--- config.mk ---
export PLATFORM = sky130hd
export DESIGN_NAME = i2c_tgen
export DESIGN_NICKNAME = d
export VERILOG_FILES = /design/src/rtl/i2c_tgen_pkg.sv /design/src/rtl/i2c_tgen_sync.sv /design/src/rtl/i2c_tgen_cfg.sv /design/src/rtl/i2c_tgen_phase.sv /design/src/rtl/i2c_tgen.sv
export SDC_FILE = /design/constraint.sdc
export NUM_CORES = 1
export LEC_CHECK = 0
export BUFFER_PORTS_ARGS = -buffer_cell sky130_fd_sc_hd__clkbuf_2
export CAP_MARGIN = 25
export CORE_ASPECT_RATIO = 0.5
export CORE_UTILIZATION = 30
export DETAILED_ROUTE_END_ITERATION = 10
export HOLD_SLACK_MARGIN = 0.03
export PLACE_DENSITY_LB_ADDON = 0.08
export SLEW_MARGIN = 5
export SYNTH_ARGS = -nofsm -noshare
export SYNTH_HDL_FRONTEND = slang
export SYNTH_SLANG_ARGS = --single-unit
export TNS_END_PERCENT = 1
--- constraint.sdc ---
create_clock -name clk_i -period 7.57 [get_ports clk_i]
set_clock_uncertainty 0.05 [all_clocks]
set_input_delay 1.1355 -clock clk_i [delete_from_list [all_inputs] [get_ports clk_i]]
set_output_delay 1.1355 -clock clk_i [all_outputs]
set_load 0.02 [all_outputs]
--- src/rtl/i2c_tgen_pkg.sv ---
package i2c_tgen_pkg;
  typedef enum logic [1:0] {ST_IDLE, ST_LOW, ST_WAIT, ST_HIGH} tg_state_e;
  localparam int STD_BIT  = 1;
  localparam int FAST_BIT = 2;
endpackage

--- src/rtl/i2c_tgen_sync.sv ---
module i2c_tgen_sync #(
  parameter int STAGES = 1
) (
  input  logic clk_i,
  input  logic rst_ni,
  input  logic d_i,
  output logic q_o
);
  generate
    if (STAGES <= 1) begin : g_one
      logic r_q;
      always_ff @(posedge clk_i or negedge rst_ni) begin
        if (!rst_ni) r_q <= 1'b1;
        else         r_q <= d_i;
      end
      assign q_o = r_q;
    end else begin : g_chain
      logic [STAGES-1:0] r_q;
      always_ff @(posedge clk_i or negedge rst_ni) begin
        if (!rst_ni) r_q <= '1;
        else         r_q <= {r_q[STAGES-2:0], d_i};
      end
      assign q_o = r_q[STAGES-1];
    end
  endgenerate
endmodule

--- src/rtl/i2c_tgen_cfg.sv ---
module i2c_tgen_cfg
  import i2c_tgen_pkg::*;
#(
  parameter int CW       = 16,
  parameter int SW       = 8,
  parameter int MIN_HIGH = 6,
  parameter int MIN_LOW  = 8
) (
  input  logic          clk_i,
  input  logic          rst_ni,
  input  logic          load_i,
  input  logic [2:1]    speed_i,
  input  logic [CW-1:0] std_hcnt_i,
  input  logic [CW-1:0] std_lcnt_i,
  input  logic [CW-1:0] fast_hcnt_i,
  input  logic [CW-1:0] fast_lcnt_i,
  input  logic [SW-1:0] setup_i,
  input  logic [SW:0]   hold_i,
  output logic [CW-1:0] high_len_o,
  output logic [CW-1:0] low_len_o,
  output logic [CW-1:0] upd_at_o
);
  localparam logic [CW-1:0] MIN_H = CW'(MIN_HIGH);
  localparam logic [CW-1:0] MIN_L = CW'(MIN_LOW);
  localparam logic [CW-1:0] ONE   = CW'(1);

  logic [2:1]    spd_q;
  logic [CW-1:0] sh_q, sl_q, fh_q, fl_q;
  logic [SW-1:0] su_q;
  logic [SW:0]   hd_q;

  // shadow copy, frozen while the generator runs
  always_ff @(posedge clk_i or negedge rst_ni) begin
    if (!rst_ni) begin
      spd_q <= '0;
      sh_q  <= '0;
      sl_q  <= '0;
      fh_q  <= '0;
      fl_q  <= '0;
      su_q  <= '0;
      hd_q  <= '0;
    end else if (load_i) begin
      spd_q <= speed_i;
      sh_q  <= std_hcnt_i;
      sl_q  <= std_lcnt_i;
      fh_q  <= fast_hcnt_i;
      fl_q  <= fast_lcnt_i;
      su_q  <= setup_i;
      hd_q  <= hold_i;
    end
  end

  logic          use_fast;
  logic [CW-1:0] h_sel, l_sel, h_eff, l_eff, hold_len, setup_len, need;

  always_comb begin
    use_fast  = spd_q[FAST_BIT] & ~spd_q[STD_BIT];
    h_sel     = use_fast ? fh_q : sh_q;
    l_sel     = use_fast ? fl_q : sl_q;
    h_eff     = (h_sel < MIN_H) ? MIN_H : h_sel;
    l_eff     = (l_sel < MIN_L) ? MIN_L : l_sel;
    hold_len  = hd_q[SW] ? (CW'(hd_q[SW-1:0]) + ONE) : '0;
    setup_len = (su_q == '0) ? '0 : (CW'(su_q) - ONE);
    need      = hold_len + setup_len + ONE;
  end

  assign high_len_o = h_eff;
  assign low_len_o  = (l_eff < need) ? need : l_eff;
  assign upd_at_o   = hold_len;
endmodule

--- src/rtl/i2c_tgen_phase.sv ---
module i2c_tgen_phase #(
  parameter int CW = 16
) (
  input  logic          clk_i,
  input  logic          rst_ni,
  input  logic          clr_i,
  input  logic          run_i,
  input  logic [CW-1:0] limit_i,
  output logic [CW-1:0] cnt_o,
  output logic          hit_o
);
  logic [CW-1:0] cnt_q;

  always_ff @(posedge clk_i or negedge rst_ni) begin
    if (!rst_ni)     cnt_q <= '0;
    else if (clr_i)  cnt_q <= '0;
    else if (run_i)  cnt_q <= cnt_q + CW'(1);
  end

  assign cnt_o = cnt_q;
  assign hit_o = run_i && (cnt_q == limit_i - CW'(1));
endmodule

--- src/rtl/i2c_tgen.sv ---
module i2c_tgen
  import i2c_tgen_pkg::*;
#(
  parameter int CW          = 16,
  parameter int SW          = 8,
  parameter int MIN_HIGH    = 6,
  parameter int MIN_LOW     = 8,
  parameter int SYNC_STAGES = 1
) (
  input  logic          clk_i,
  input  logic          rst_ni,
  input  logic          en_i,
  input  logic [2:1]    speed_i,
  input  logic [CW-1:0] std_hcnt_i,
  input  logic [CW-1:0] std_lcnt_i,
  input  logic [CW-1:0] fast_hcnt_i,
  input  logic [CW-1:0] fast_lcnt_i,
  input  logic [SW-1:0] setup_i,
  input  logic [SW:0]   hold_i,
  input  logic          bit_req_i,
  input  logic          scl_i,
  output logic          scl_o,
  output logic          sda_upd_o,
  output logic          bit_done_o
);
  logic          scl_seen;
  logic [CW-1:0] high_len, low_len, upd_at, limit, cnt;
  logic          run, clr, hit;
  tg_state_e     st_q;
  logic          parked_q;

  i2c_tgen_sync #(.STAGES(SYNC_STAGES)) u_sync (
    .clk_i  (clk_i),
    .rst_ni (rst_ni),
    .d_i    (scl_i),
    .q_o    (scl_seen)
  );

  i2c_tgen_cfg #(
    .CW(CW), .SW(SW), .MIN_HIGH(MIN_HIGH), .MIN_LOW(MIN_LOW)
  ) u_cfg (
    .clk_i       (clk_i),
    .rst_ni      (rst_ni),
    .load_i      (!en_i),
    .speed_i     (speed_i),
    .std_hcnt_i  (std_hcnt_i),
    .std_lcnt_i  (std_lcnt_i),
    .fast_hcnt_i (fast_hcnt_i),
    .fast_lcnt_i (fast_lcnt_i),
    .setup_i     (setup_i),
    .hold_i      (hold_i),
    .high_len_o  (high_len),
    .low_len_o   (low_len),
    .upd_at_o    (upd_at)
  );

  assign run   = (st_q == ST_LOW) || (st_q == ST_HIGH);
  assign clr   = !en_i || hit || !run;
  assign limit = (st_q == ST_HIGH) ? high_len : low_len;

  i2c_tgen_phase #(.CW(CW)) u_phase (
    .clk_i   (clk_i),
    .rst_ni  (rst_ni),
    .clr_i   (clr),
    .run_i   (run),
    .limit_i (limit),
    .cnt_o   (cnt),
    .hit_o   (hit)
  );

  always_ff @(posedge clk_i or negedge rst_ni) begin
    if (!rst_ni) begin
      st_q     <= ST_IDLE;
      parked_q <= 1'b0;
    end else if (!en_i) begin
      st_q     <= ST_IDLE;
      parked_q <= 1'b0;
    end else begin
      unique case (st_q)
        ST_IDLE: if (bit_req_i) st_q <= ST_LOW;
        ST_LOW:  if (hit) st_q <= ST_WAIT;
        // high count starts only once the line is seen released
        ST_WAIT: if (scl_seen) st_q <= ST_HIGH;
        ST_HIGH: if (hit) begin
          if (bit_req_i) st_q <= ST_LOW;
          else begin
            st_q     <= ST_IDLE;
            parked_q <= 1'b1;
          end
        end
        default: st_q <= ST_IDLE;
      endcase
    end
  end

  assign scl_o      = !((st_q == ST_LOW) || ((st_q == ST_IDLE) && parked_q));
  assign sda_upd_o  = (st_q == ST_LOW) && (cnt == upd_at);
  assign bit_done_o = (st_q == ST_HIGH) && hit;
endmodule

# ---- Yosys cells after proc, flatten, opt, wreduce, memory -nomap -nowiden
# Index checks and enable logic that the tools add are counted.
dict set report totals {
  ff_bits 103
  in_bits 88
  output_inout_bits 3
  word_cells 71
}
dict set report classes {
  add_sub_neg 6
  order_cmp 3
  n_eq_ne 12
  n_mux 21
  bitwise_logic 2
  reduce_logical 16
}
# operator count
set op_table {}
lappend op_table {{$mux 16} 10}
lappend op_table {{$add 16x1->16 const B} 2}
lappend op_table {{$eq 16x16->1} 2}
lappend op_table {{$add 16x16->16} 1}
lappend op_table {{$lt 16x16->1} 1}
lappend op_table {{$lt 16x3->1 const B} 1}
lappend op_table {{$lt 16x4->1 const B} 1}
lappend op_table {{$sub 16x1->16 const B} 1}
lappend op_table {{$mux 2} 5}
lappend op_table {{$add 8x1->9 const B} 1}
lappend op_table {{$ne 3x3->1 const B} 3}
lappend op_table {{$sub 8x1->9 const B} 1}
lappend op_table {{$logic_not 8->1} 1}
lappend op_table {{$pmux 2 s4} 1}
lappend op_table {{$mux 1} 5}
lappend op_table {{$eq 2x2->1 const B} 2}
lappend op_table {{$logic_and 1x1->1} 4}
lappend op_table {{$logic_or 1x1->1} 4}
lappend op_table {{$ne 2x1->1 const B} 2}
lappend op_table {{$reduce_and 4->1} 1}
lappend op_table {{$logic_not 1->1} 3}
lappend op_table {{$ne 3x2->1 const B} 1}
lappend op_table {{$reduce_and 3->1} 1}
lappend op_table {{$eq 2x1->1 const B} 1}
lappend op_table {{5 further kinds} 5}

# ---- Depth between registers and ports, before layout
dict set report depth {
  depth_word 14
  mapped_depth 31
  ltp_nobuf 30
}

# ---- Modules after synthesis
# A second synthesis with hierarchy kept.
dict set report unflattened {
  hier_cells 696
  hier_area_um2 6931.6
}
# module instances cells_per_inst area_each_um2 seq_area_each_um2
set by_module_without_submodules {}
lappend by_module_without_submodules {i2c_tgen_cfg 1 466 4937.2 2077.0}
lappend by_module_without_submodules {i2c_tgen_phase 1 162 1347.5 400.4}
lappend by_module_without_submodules {i2c_tgen 1 67 620.6 75.1}
lappend by_module_without_submodules {i2c_tgen_sync 1 1 26.3 26.3}

# ---- Least setup slack after synthesis
# Ideal clock, no wire load.
dict set report synth_timing {
  path_kind {reg2out}
  startpoint {register u_cfg.su_q[2]}
  endpoint {output port bit_done_o}
  t_arrival_ns 6.026
  required_time_ns 6.385
  setup_slack_ns 0.359
  stages_incl_launch_ff 29
  path_buffers 0
  cell_sequence {dfrtp_1 > nor3_1 > nand2_1 > nor4_1 > or2_2 > inv_1 > ha_1 > nor2b_1 > o211ai_1 > a21oi_1 > a21oi_1 > nor2_1 > nor2_1 > ha_1 > a21oi_1 > or2_2 > or2_1 > and4_1 > o211ai_2 > nor4_1 > a211oi_2 > ha_1 > a21boi_1 > and3_1 > and4_1 > nor4_1 > a2111oi_2 > nand3_1 > nor2_1}
}
dict set report synth_via {
  elab_chain_cells 11
  elab_cells_between_ends 12
  classes_between {4 x add/sub; 1 x order compare; 1 x eq/ne; 3 x mux; 3 x reduce/logical}
}
# element line_no
set synth_lines {}
lappend synth_lines {{from (decl)} i2c_tgen_cfg.sv:29} ;# logic [SW-1:0] su_q;
lappend synth_lines {{from (signal assigned)} i2c_tgen_cfg.sv:48} ;# su_q <= setup_i;
lappend synth_lines {{$sub 8x1->9 or $logic_not 8->1 (tied branches)} i2c_tgen_cfg.sv:63} ;# setup_len = (su_q == '0) ? '0 : (CW'(su_q) - ONE);
lappend synth_lines {{$mux 16 (*)} i2c_tgen_cfg.sv:63}
lappend synth_lines {{$add 16x16->16 (*)} i2c_tgen_cfg.sv:64} ;# need = hold_len + setup_len + ONE;
lappend synth_lines {{$add 16x1->16 (*)} i2c_tgen_cfg.sv:64}
lappend synth_lines {{$lt 16x16->1} i2c_tgen_cfg.sv:68} ;# assign low_len_o = (l_eff < need) ? need : l_eff;
lappend synth_lines {{$mux 16 (*)} i2c_tgen_cfg.sv:68}
lappend synth_lines {{$mux 16 (*)} i2c_tgen.sv:59} ;# assign limit = (st_q == ST_HIGH) ? high_len : low_len;
lappend synth_lines {{$sub 16x1->16 (*)} i2c_tgen_phase.sv:21} ;# assign hit_o = run_i && (cnt_q == limit_i - CW'(1));
lappend synth_lines {{$eq 16x16->1 (*)} i2c_tgen_phase.sv:21}
lappend synth_lines {{$logic_and 1x1->1 (*)} i2c_tgen_phase.sv:21}
lappend synth_lines {{$logic_and 1x1->1 (*)} i2c_tgen.sv:98} ;# assign bit_done_o = (st_q == ST_HIGH) && hit;
lappend synth_lines {{to (decl)} i2c_tgen.sv:24} ;# output logic bit_done_o
# Mark *: on every way between the ends. The rest lies on a longest branch, timed or not.

# ---- Final worst setup path
dict set report layout_timing {
  startpoint {register u_cfg.su_q[4]}
  endpoint {output port bit_done_o}
}
# The elaborated chain is that of the path after synthesis.

==> flow_summary_export.csv <==
group,metric,value,unit
outcome,status,"finished, final reports clean",
placed_design,dpl.hpwl,16500,um
routing,wl_met1,11500,um
synth,synth_ff_type,"dfrtp_1",
synth,synth_area_leaders,"dfrtp_1 (36%), mux2_2 (13%), ha_1 (5.5%), nand2_1 (4.5%), xnor2_1 (4.5%)",
timing,holdWs,0.459,ns
clocking,cts_max_level,3,
pwr,peakVddDrop,0.111,mV
global_route,grt-ovfl-total,0,
critical_path,required,6.38,ns
timing,slew_headroom,40.9,%
worst_hold_path,whs_path_depth,1,
global_route,grt_antenna_before_repair,0,
synth,synth_top_area_share,36.0,%
layout,diodes,0,
synth,synthCells,722,
routing,first_pass_iters,4,
clocking,clock-sinks,103,
critical_path,rr_worst_depth,29,
worst_hold_path,hold_path.class,"register to register",
timing,hold_viol,0,
synth,seq_area_frac_synth,36.4,%
routing,top_layer,"met4",
pwr,clkPwrFrac,22.2,%
timing,fmax,136,MHz
flow_run,max_cap_violations,0,
timing,slew_viol_final,0,
synth,yosys-top-cells-count,"dfrtp_1 (102), mux2_2 (84), nand2_1 (84)",
synth,synth_area,7080,sq um
floorplanning,die_x,219,um
pwr,p_leak,3.77,nW
synth,async_flop_share,100,%
pwr,pwr-share-seq,31.3,%
clocking,cts_buffers,9,
timing,tightest_slew,0.881,ns
critical_path,critical_path_arrival,6.16,ns
timing,final-setup-viol-count,0,
global_route,grt_max_degree,60,
floorplanning,die_h,111,um
global_route,grt_use_total,18.5,%
timing,period_needed,7.34,ns
clocking,clk_pin_slew_worst_paths,0.07,ns
synth,syn_area_per_cell,9.81,sq um
routing,drc,0,
routing,viasPerCell,5.13,
timing,rsz0062_at_grt,"yes",
routing,drt_iter0_markers,304,
floorplanning,io_pins,91,
worst_hold_path,holdCritStartpoint,"u_cfg.sl_q[0]$_DFFE_PN0N_",
layout,area_delta_synth_final,23.3,%
synth,ys_warn_count,0,
clocking,cts_buffer_depth,2,
synth,synth_cell_types,87,
critical_path,worst-setup-path-type,"register to primary output",
routing,met3WireLength,997,um
layout,nets,964,
critical_path,r2r_start,"u_cfg.su_q[4]$_DFFE_PN0N_",
floorplanning,rows,39,
placed_design,gp_congestion,0.882,
routing,routed-via-count,5934,
clocking,clk_latency,0.38,ns
critical_path,cp-start-kind,"register",
placed_design,io_buffers,90,
synth,synthMostInstantiatedCell,"dfrtp_1",
routing,routed_wl,21200,um
pwr,powerDensity,241,nW/um^2
routing,wl_per_cell,18.3,um
critical_path,startpoint,"u_cfg.su_q[4]$_DFFE_PN0N_",
clocking,root_buffer,"clkbuf_16",
pwr,comb_power_share,46.6,%
critical_path,endpoint_kind,"primary output",
critical_path,crit_fanout,8,
timing,min_period_over_period,97.0,%
pwr,power,2.10,mW
floorplanning,coreArea,23000,sq um
global_route,grt_pass1_vias,5937,
clocking,cts_tree,"done",
global_route,grt_pass1_wl,34000,um
layout,utilization,38.0,%
synth,yosysTopAreaCell,"dfrtp_1",
synth,synth_edf_count,0,
routing,routed-wl-met2,8400,um
floorplanning,start_util,30.8,%
floorplanning,dieArea,24300,sq um
synth,ys_ff_latch,103,
layout,drive_above_1_share,35.9,%
routing,ant_nets,0,
pwr,p_int,1.28,mW
pwr,p_sw,0.823,mW
timing,tns,0,ns
pwr,switching_share,39.2,%
[placed cells by master (no fill, tap or decap), types with 4 or more instances in the layout]
cell type  count
dfrtp_1      100
clkbuf_2      87
mux2_2        84
nand2_1       82
nor2_1        49
buf_4         44
xnor2_1       34
ha_1          29
a21oi_1       25
nand3_1       24
xor2_1        16
inv_1         16
mux2i_1       16
o21ai_0       13
nor4_1        13
clkbuf_16      9
nor3_1         8
and3_1         8
nand2b_1       8
o21a_1         8
nand4_1        7
a211oi_1       6
o211ai_1       6
and2_1         6
conb_1         6
a21oi_2        5
a31oi_1        5
or3_1          5
or2_2          4
a21o_1         4
[worst max-delay path, stage by stage, from the launching register on]
cell and delay, ns:
dfrtp_1 0.43, nor3_4 0.25, nand2_2 0.11, or4b_2 0.61, nand2_1 0.09, ha_1 0.27
o21a_1 0.14, o32ai_1 0.18, a21oi_2 0.10, a21oi_1 0.15, nor2_1 0.06, nor2_1 0.16
ha_1 0.28, a21oi_2 0.13, or2_4 0.13, or2_4 0.11, and4_4 0.24, o211ai_2 0.09
buf_6 0.18, or4_1 0.49, o211ai_2 0.12, nand4_4 0.20, or3_1 0.38, o31a_1 0.31
nor3_2 0.19, nand3_2 0.14, nor2_4 0.14, buf_6 0.13
[final timing paths]
kind	slack, ns	end
setup / recovery	0.23	bit_done_o
hold / removal	0.46	u_cfg.sl_q[0]$_DFFE_PN0N_
setup reg to reg	1.10	u_phase.cnt_o[5]$_DFFE_PN0P_
hold reg to reg	0.46	u_cfg.sl_q[0]$_DFFE_PN0N_
max in group asynchronous	5.54	u_cfg.fl_q[5]$_DFFE_PN0N_
min in group asynchronous	0.71	u_phase.cnt_o[9]$_DFFE_PN0P_
[area by class of cell]
cell class                 instances  area [sq um]
fill                            2324         14300
multi-input combinational        577          4610
sequential                       103          2580
timing repair buffer             134           800
tap                              307           384
clock buffer                      11           243
inverter                          19          71.3
clock inverter                     5          40.0
[registers in the layout (all words and copies together) (netlist names)]
name and flops:
u_cfg.sl_q 16, u_sync.q_o 1, parked_q 1, u_cfg.spd_q 2
u_cfg.fh_q 16, u_cfg.su_q 8, st_q 2, u_cfg.hd_q 9
u_cfg.fl_q 16, u_phase.cnt_o 16, u_cfg.sh_q 16
[stage by stage]
stage	setup slack [ns]	cell area (sq um)	std cells
2_1_floorplan	0.359	7100	726
3_3_place_gp	0.191	8000	1119
3_5_place_dp	0.0688	8000	1119
4_1_cts	0.0514	8440	1144
5_1_grt	-0.115	8730	1156
6_report	0.228	8730	1156
[power groups by stage]
stage	combinational, mW	sequential, mW	clock [mW]
after floorplan	0.601	0.643	0
after global placement	0.833	0.665	0
after detailed placement	0.835	0.665	0
after CTS	0.902	0.655	0.488
after global routing	1.07	0.665	0.511
final	0.978	0.657	0.466
[cells by family after synthesis]
kind of cell | Yosys count | share of synthesized area, %
other | 2 | 0.106
buffers and inverters | 46 | 2.65
AOI/OAI and AO/OA | 124 | 13.4
DFF | 103 | 36.4
xor gates and xnor gates | 55 | 7.00
and+or+nand+nor | 258 | 18.6
muxes | 102 | 16.1
adders and majority gates | 32 | 5.76
[repair_timing]
item,CTS,global route
setup endpoints to repair,1,1
setup buffers,9,12
hold buffers,0,0
endpoints found under the hold margin,0,0
pin swaps,6,20
gates resized for setup,16,47
[layer usage]
metal  GRT usage, %  vias up
met3           4.69       18
met1           28.8     2929
met2           24.4      121
li1               -     2866
met5              0        -
met4           5.19        0
No activity file was read; power rests on OpenSTA's default activity.
